<file path="config.mk">
export PLATFORM = sky130hd
export DESIGN_NAME = trail_id_tx
export DESIGN_NICKNAME = d
export VERILOG_FILES = /design/src/rtl/trail_id_pkg.sv /design/src/rtl/trail_id_seq.sv /design/src/rtl/trail_id_bank.sv /design/src/rtl/trail_id_fmt.sv /design/src/rtl/trail_id_ser.sv /design/src/rtl/trail_id_tx.sv
export SDC_FILE = /design/constraint.sdc
export NUM_CORES = 1
export LEC_CHECK = 0
export BUFFER_PORTS_ARGS = -buffer_cell sky130_fd_sc_hd__buf_2
export CAP_MARGIN = 10
export CELL_PAD_IN_SITES_DETAIL_PLACEMENT = 1
export CELL_PAD_IN_SITES_GLOBAL_PLACEMENT = 1
export CORE_MARGIN = 5
export CORE_UTILIZATION = 48
export CTS_CLUSTER_DIAMETER = 40
export DETAILED_ROUTE_END_ITERATION = 10
export GPL_TIMING_DRIVEN = 0
export MAX_ROUTING_LAYER = met4
export PLACE_DENSITY_LB_ADDON = 0.2
export SLEW_MARGIN = 20
export SYNTH_ARGS = -nofsm -noshare
export SYNTH_HDL_FRONTEND = slang
export SYNTH_SLANG_ARGS = --single-unit
</file>
<file path="constraint.sdc">
create_clock -name clk -period 6.66 [get_ports clk]
set_input_delay 0.333 -clock clk [delete_from_list [all_inputs] [get_ports clk]]
set_output_delay 0.333 -clock clk [all_outputs]
set_load 0.02 [all_outputs]
</file>
<file path="src/rtl/trail_id_pkg.sv">
package trail_id_pkg;
   typedef enum logic {ORDER_MSB = 1'b0, ORDER_LSB = 1'b1} bit_order_e;

   typedef struct packed {
      logic align;
      logic invert;
   } tid_ctl_t;
endpackage

</file>
<file path="src/rtl/trail_id_seq.sv">
module trail_id_seq #(
   parameter int DEPTH = 16,
   localparam int IDX_W = $clog2(DEPTH)
) (
   input  logic             clk,
   input  logic             rst,
   input  logic             byte_req,
   output logic [IDX_W-1:0] idx,
   output logic             frame_start
);
   localparam logic [IDX_W-1:0] LAST = IDX_W'(DEPTH - 1);

   always_ff @(posedge clk) begin
      if (rst)
         idx <= '0;
      else if (byte_req)
         idx <= (idx == LAST) ? '0 : idx + 1'b1;
   end

   assign frame_start = byte_req && (idx == '0);


   idx_wrap_chk: assert property (@(posedge clk) disable iff (rst)
      (byte_req && idx == LAST) |=> (idx == '0));


   idx_hold_chk: assert property (@(posedge clk) disable iff (rst)
      !byte_req |=> $stable(idx));
endmodule

</file>
<file path="src/rtl/trail_id_bank.sv">
module trail_id_bank #(
   parameter int DEPTH = 16,
   parameter int W     = 8,
   localparam int IDX_W = $clog2(DEPTH)
) (
   input  logic             clk,
   input  logic             rst,
   input  logic             wr_en,
   input  logic [IDX_W-1:0] wr_addr,
   input  logic [W-1:0]     wr_data,
   input  logic             frame_start,
   input  logic [IDX_W-1:0] rd_idx,
   output logic [W-1:0]     rd_data
);
   logic [W-1:0] staged [DEPTH];
   logic [W-1:0] live   [DEPTH];

   always_ff @(posedge clk) begin
      if (rst) begin
         for (int i = 0; i < DEPTH; i++) staged[i] <= '0;
      end else if (wr_en) begin
         staged[wr_addr] <= wr_data;
      end
   end

   always_ff @(posedge clk) begin
      if (rst) begin
         for (int i = 0; i < DEPTH; i++) live[i] <= '0;
      end else if (frame_start) begin
         for (int i = 0; i < DEPTH; i++) live[i] <= staged[i];
      end
   end

   // the byte-0 request reads the staged copy directly, so byte 0 of a new
   // multiframe already carries the committed content
   assign rd_data = frame_start ? staged[rd_idx] : live[rd_idx];

   for (genvar g = 0; g < DEPTH; g++) begin : g_live_chk

      live_hold_chk: assert property (@(posedge clk) disable iff (rst)
         !frame_start |=> $stable(live[g]));
   end
endmodule

</file>
<file path="src/rtl/trail_id_fmt.sv">
module trail_id_fmt
   import trail_id_pkg::*;
#(
   parameter int W = 8
) (
   input  logic [W-1:0] raw,
   input  logic         first,
   input  tid_ctl_t     ctl,
   output logic [W-1:0] shaped
);
   logic [W-1:0] marked;

   always_comb begin
      marked = raw;
      if (ctl.align) marked[W-1] = first;
      shaped = ctl.invert ? ~marked : marked;
   end
endmodule

</file>
<file path="src/rtl/trail_id_ser.sv">
module trail_id_ser
   import trail_id_pkg::*;
#(
   parameter int         W     = 8,
   parameter bit_order_e ORDER = ORDER_MSB
) (
   input  logic         clk,
   input  logic         rst,
   input  logic         load,
   input  logic [W-1:0] load_data,
   input  logic         shift,
   output logic         ser_out
);
   logic [W-1:0] sh;

   if (ORDER == ORDER_MSB) begin : g_msb
      always_ff @(posedge clk) begin
         if (rst)        sh <= '0;
         else if (load)  sh <= load_data;
         else if (shift) sh <= {sh[W-2:0], 1'b0};
      end
      assign ser_out = sh[W-1];


      ser_load_chk: assert property (@(posedge clk) disable iff (rst)
         load |=> (ser_out == $past(load_data[W-1])));
   end else begin : g_lsb
      always_ff @(posedge clk) begin
         if (rst)        sh <= '0;
         else if (load)  sh <= load_data;
         else if (shift) sh <= {1'b0, sh[W-1:1]};
      end
      assign ser_out = sh[0];


      ser_load_chk: assert property (@(posedge clk) disable iff (rst)
         load |=> (ser_out == $past(load_data[0])));
   end


   ser_hold_chk: assert property (@(posedge clk) disable iff (rst)
      (!load && !shift) |=> $stable(ser_out));
endmodule

</file>
<file path="src/rtl/trail_id_tx.sv">
module trail_id_tx
   import trail_id_pkg::*;
#(
   parameter int         DEPTH  = 16,
   parameter int         BYTE_W = 8,
   parameter bit_order_e ORDER  = ORDER_MSB,
   localparam int IDX_W = $clog2(DEPTH)
) (
   input  logic              clk,
   input  logic              rst,
   input  logic              wr_en,
   input  logic [IDX_W-1:0]  wr_addr,
   input  logic [BYTE_W-1:0] wr_data,
   input  logic              align_en,
   input  logic              invert_en,
   input  logic              byte_req,
   input  logic              bit_req,
   output logic [BYTE_W-1:0] out_byte,
   output logic [IDX_W-1:0]  out_idx,
   output logic              ser_out
);
   if (DEPTH < 2 || (DEPTH & (DEPTH - 1)) != 0) begin : g_bad_depth
      $error("trail_id_tx: DEPTH must be a power of two of at least 2");
   end
   if (BYTE_W < 2) begin : g_bad_width
      $error("trail_id_tx: BYTE_W must be at least 2");
   end

   logic [IDX_W-1:0]  idx;
   logic              frame_start;
   logic [BYTE_W-1:0] raw_byte;
   logic [BYTE_W-1:0] shaped_byte;
   tid_ctl_t          ctl;

   assign ctl = '{align: align_en, invert: invert_en};

   trail_id_seq #(.DEPTH(DEPTH)) u_seq (
      .clk         (clk),
      .rst         (rst),
      .byte_req    (byte_req),
      .idx         (idx),
      .frame_start (frame_start)
   );

   trail_id_bank #(.DEPTH(DEPTH), .W(BYTE_W)) u_bank (
      .clk         (clk),
      .rst         (rst),
      .wr_en       (wr_en),
      .wr_addr     (wr_addr),
      .wr_data     (wr_data),
      .frame_start (frame_start),
      .rd_idx      (idx),
      .rd_data     (raw_byte)
   );

   trail_id_fmt #(.W(BYTE_W)) u_fmt (
      .raw    (raw_byte),
      .first  (idx == '0),
      .ctl    (ctl),
      .shaped (shaped_byte)
   );

   always_ff @(posedge clk) begin
      if (rst) begin
         out_byte <= '0;
         out_idx  <= '0;
      end else if (byte_req) begin
         out_byte <= shaped_byte;
         out_idx  <= idx;
      end
   end

   trail_id_ser #(.W(BYTE_W), .ORDER(ORDER)) u_ser (
      .clk       (clk),
      .rst       (rst),
      .load      (byte_req),
      .load_data (shaped_byte),
      .shift     (bit_req),
      .ser_out   (ser_out)
   );


   marker_chk: assert property (@(posedge clk) disable iff (rst)
      (byte_req && align_en && !invert_en) |=> (out_byte[BYTE_W-1] == (out_idx == '0)));


   inv_marker_chk: assert property (@(posedge clk) disable iff (rst)
      (byte_req && align_en && invert_en) |=> (out_byte[BYTE_W-1] == (out_idx != '0)));


   out_hold_chk: assert property (@(posedge clk) disable iff (rst)
      !byte_req |=> ($stable(out_byte) && $stable(out_idx)));
endmodule

</file>
==> impl_metrics.env <==
export IMPL_routed_wl_met2_um=16700
export IMPL_rsz0062_at_grt="no"
export IMPL_setup_violations=0
export IMPL_clockBufferDepth=3
export IMPL_htree_levels=2
export IMPL_place_area_sq_um=13500
export IMPL_hold_class="primary input to flop"
export IMPL_period_needed_ps=3240
export IMPL_ant_nets=0
export IMPL_post_place_ws_ps=2950
export IMPL_hold_violations=0
export IMPL_grt_usage_pct=23.9
export IMPL_power_switching_uw=1080
export IMPL_drv_cap=0
export IMPL_cp_arrival_ps=3440
export IMPL_firstDrtPassIters=4
export IMPL_num_rows=60
export IMPL_wl_met1_um=14200
export IMPL_yosysUniqueCellTypes=43
export IMPL_grt_start_max_net_pins=47
export IMPL_power_density_nw_per_um2=313
export IMPL_synth_async_reset_ratio_pct=0
export IMPL_status="finished, final reports clean"
export IMPL_clkTransAtPathRegs_ps=50
export IMPL_required_ps=6850
export IMPL_critPathCaptureType="flop"
export IMPL_cp_start_kind="primary input"
export IMPL_path_cells="buf_2, clkbuf_1, clkbuf_1, clkbuf_1, nand2b_4, buf_12, buf_12"
export IMPL_crit_path_max_incr_delay_ps=630
export IMPL_clk_latency_ps=530
export IMPL_post_cts_buffers=0
export IMPL_power_leakage_uw=0.00525
export IMPL_cts_buffers=40
export IMPL_rr_startpoint="u_seq.idx[0]"
export IMPL_synth_top_area_cell="edfxtp_1"
export IMPL_die_width_um=174
export IMPL_diodes=0
export IMPL_areaGrowthSynthToFinish_pct=15.4
export IMPL_cts_hold_buf=0
export IMPL_switching_share_pct=23.2
export IMPL_syn_num_nets=874
export IMPL_synth_edf_count=256
export IMPL_clockPowerShare_pct=45.6
export IMPL_cp_common_cell="clkbuf_1"
export IMPL_ios=32
export IMPL_cts_sinks=284
export IMPL_clock_fmax_mhz=308
export IMPL_critical_path_endpoint="u_bank.live[6][4]"
export IMPL_port_buffers=31
export IMPL_netlist_area_sq_um=12900
export IMPL_grt_pass1_wl_um=52300
export IMPL_synth_top_area_share_pct=59.7
export IMPL_wl_per_cell_um=26.5
export IMPL_cts_tree="built"
export IMPL_drtIter0Drc=602
export IMPL_crit_family="buffers and inverters"
export IMPL_reg2reg_slack_ps=3770
export IMPL_tightest_slew_ps=1060
export IMPL_fin_nets=949
export IMPL_rr_endpoint="u_ser.sh[4]"
export IMPL_top_layer="met4"
export IMPL_crit_type="primary input to flop"
export IMPL_combPwrFrac_pct=8.6
export IMPL_postLayoutSetupSlackWorst_ps=3420
export IMPL_die_area_sq_um=30200
export IMPL_final_cell_area_sq_um=14900
export IMPL_gp_congestion=0.819
export IMPL_grt_pass1_vias=8318
export IMPL_ir_drop_mv=0.177
export IMPL_rr_worst_depth=8
export IMPL_route_met3_wl_um=2660
export IMPL_slew_viol_final=0
export IMPL_floorplan_initialDensity_pct=48.2
export IMPL_viasPerCell=5.83
export IMPL_slowest_stage="nand2b_4"
export IMPL_drc=0
export IMPL_yosys_warnings=0
export IMPL_relSlewSlack_pct=28.7
export IMPL_p_int_uw=3570
export IMPL_gr_total_overflow=0
export IMPL_critPathMaxFanout=46
export IMPL_synth_area_leaders="edfxtp_1, mux4_2, and2_1"
export IMPL_cts_root_buf="clkbuf_16"
export IMPL_crit_cells=7
export IMPL_core_sq_um=26700
export IMPL_clock_skew_final_ps=22.2
export IMPL_fin_crit_sh_pct=48.7
export IMPL_synth_seq_area_share_pct=64.0
export IMPL_hpwl_um=24000
export IMPL_seqPwrFrac_pct=45.9
export IMPL_syn_avg_cell_area_sq_um=15.1
export IMPL_cts_resized=0
export IMPL_drive_gt1_share_pct=21.9
export IMPL_vias=7588
export IMPL_synthFlopType="edfxtp_1"
export IMPL_worstSetupStartpoint="rst"
export IMPL_routed_wirelength_um=34400
export IMPL_die_h_um=174
export IMPL_synth_cells=853
export IMPL_crit_buf_inv=6
export IMPL_antenna_found_initial=1
export IMPL_yosys_register_bits=284
-- flip-flops by register name, indices dropped and copies added, names as in the netlist, named ones only --
name and count:
u_bank.live 128, u_bank.staged 128, out_byte 8, u_ser.sh 8
out_idx 4, u_seq.idx 4
-- worst min-delay path, cell delays in order --
cell      delay, ps
buf_2           120
nand2_1          80
o311ai_1        100
-- placed cells by master (no fill, tap or decap), types with 4 or more instances in the layout --
master      instances
nand2b_1            5
clkbuf_1           42
a211oi_1            6
mux4_2             61
clkinvlp_4          6
o22a_1             24
buf_2              35
dfxtp_1            28
or2_2              16
edfxtp_1          256
buf_6               4
and4_4              5
a2111oi_2          11
and2_1            213
mux2i_1            13
nor2b_1            57
nand2_1            21
nor2_1             34
a41oi_1             7
clkbuf_16          41
clkinv_1            7
nand3_1             5
bufinv_16           5
clkinv_2            8
-- cell type report --
type / instances / area [sq um]
Fill cell: 2548 / 11900
Sequential cell: 284 / 8250
Multi-Input combinational cell: 515 / 4410
Clock buffer: 44 / 1040
Tap cell: 341 / 427
Clock inverter: 30 / 302
Buffer: 50 / 231
Timing Repair Buffer: 33 / 195
Inverter: 4 / 15.0
-- stage by stage --
step	total power, uW	hold WS (ps)	util (%)	TNS, ps	cells
global route	4810	172	55.6	0	1301
detailed placement	2570	457	50.6	0	1227
finish	4660	170	55.6	0	1301
floorplan	2420	518	-	0	853
CTS	4690	139	55.6	0	1301
global placement	2560	454	50.4	-47520	1225
-- worst min-delay path by stage --
stage	startpoint	end	slack [ps]	cells after the start
floorplan	u_seq.idx[0]	flop	520	2
global placement	out_byte[7]	out_byte[7]	450	2
detailed placement	out_byte[7]	out_byte[7]	460	2
CTS	invert_en	u_ser.sh[0]	140	3
global route	invert_en	u_ser.sh[0]	170	3
finish	invert_en	u_ser.sh[0]	170	3
-- per-layer routing --
metal,vias to the layer above,track usage (%)
li1,3358,-
met1,3914,30.6
met2,257,38.2
met3,59,6.32
met4,0,6.83
met5,-,-
-- cell families after synthesis --
group | synth area share [%]
mux | 11.9
flops | 64.0
simple gates | 17.1
fa+ha+maj | 0.194
xor+xnor | 0.0680
buf+inv | 1.91
compound gates | 4.74
-- synthesized netlist by cell type (3+ instances only) --
cell / number
inv_1: 3
a21oi_1: 3
nand2_1: 21
nor2_1: 34
buf_6: 4
or2_2: 16
and4_4: 5
a211oi_1: 6
a2111oi_2: 11
clkbuf_1: 39
mux2_2: 3
nand3_1: 5
mux2i_1: 13
buf_2: 4
and2_1: 213
a41oi_1: 7
nand2b_1: 6
mux4_2: 61
dfxtp_1: 28
edfxtp_1: 256
nor3_1: 6
o22a_1: 24
nor2b_1: 57
-- power groups by stage --
stage / Combinational [uW] / Clock [uW] / Sequential (uW)
global placement: 388 / 0 / 2170
floorplan: 260 / 0 / 2160
CTS: 404 / 2150 / 2140
detailed placement: 402 / 0 / 2170
finish: 400 / 2120 / 2140
global route: 427 / 2240 / 2150
No activity file was read; power rests on OpenSTA's default activity.
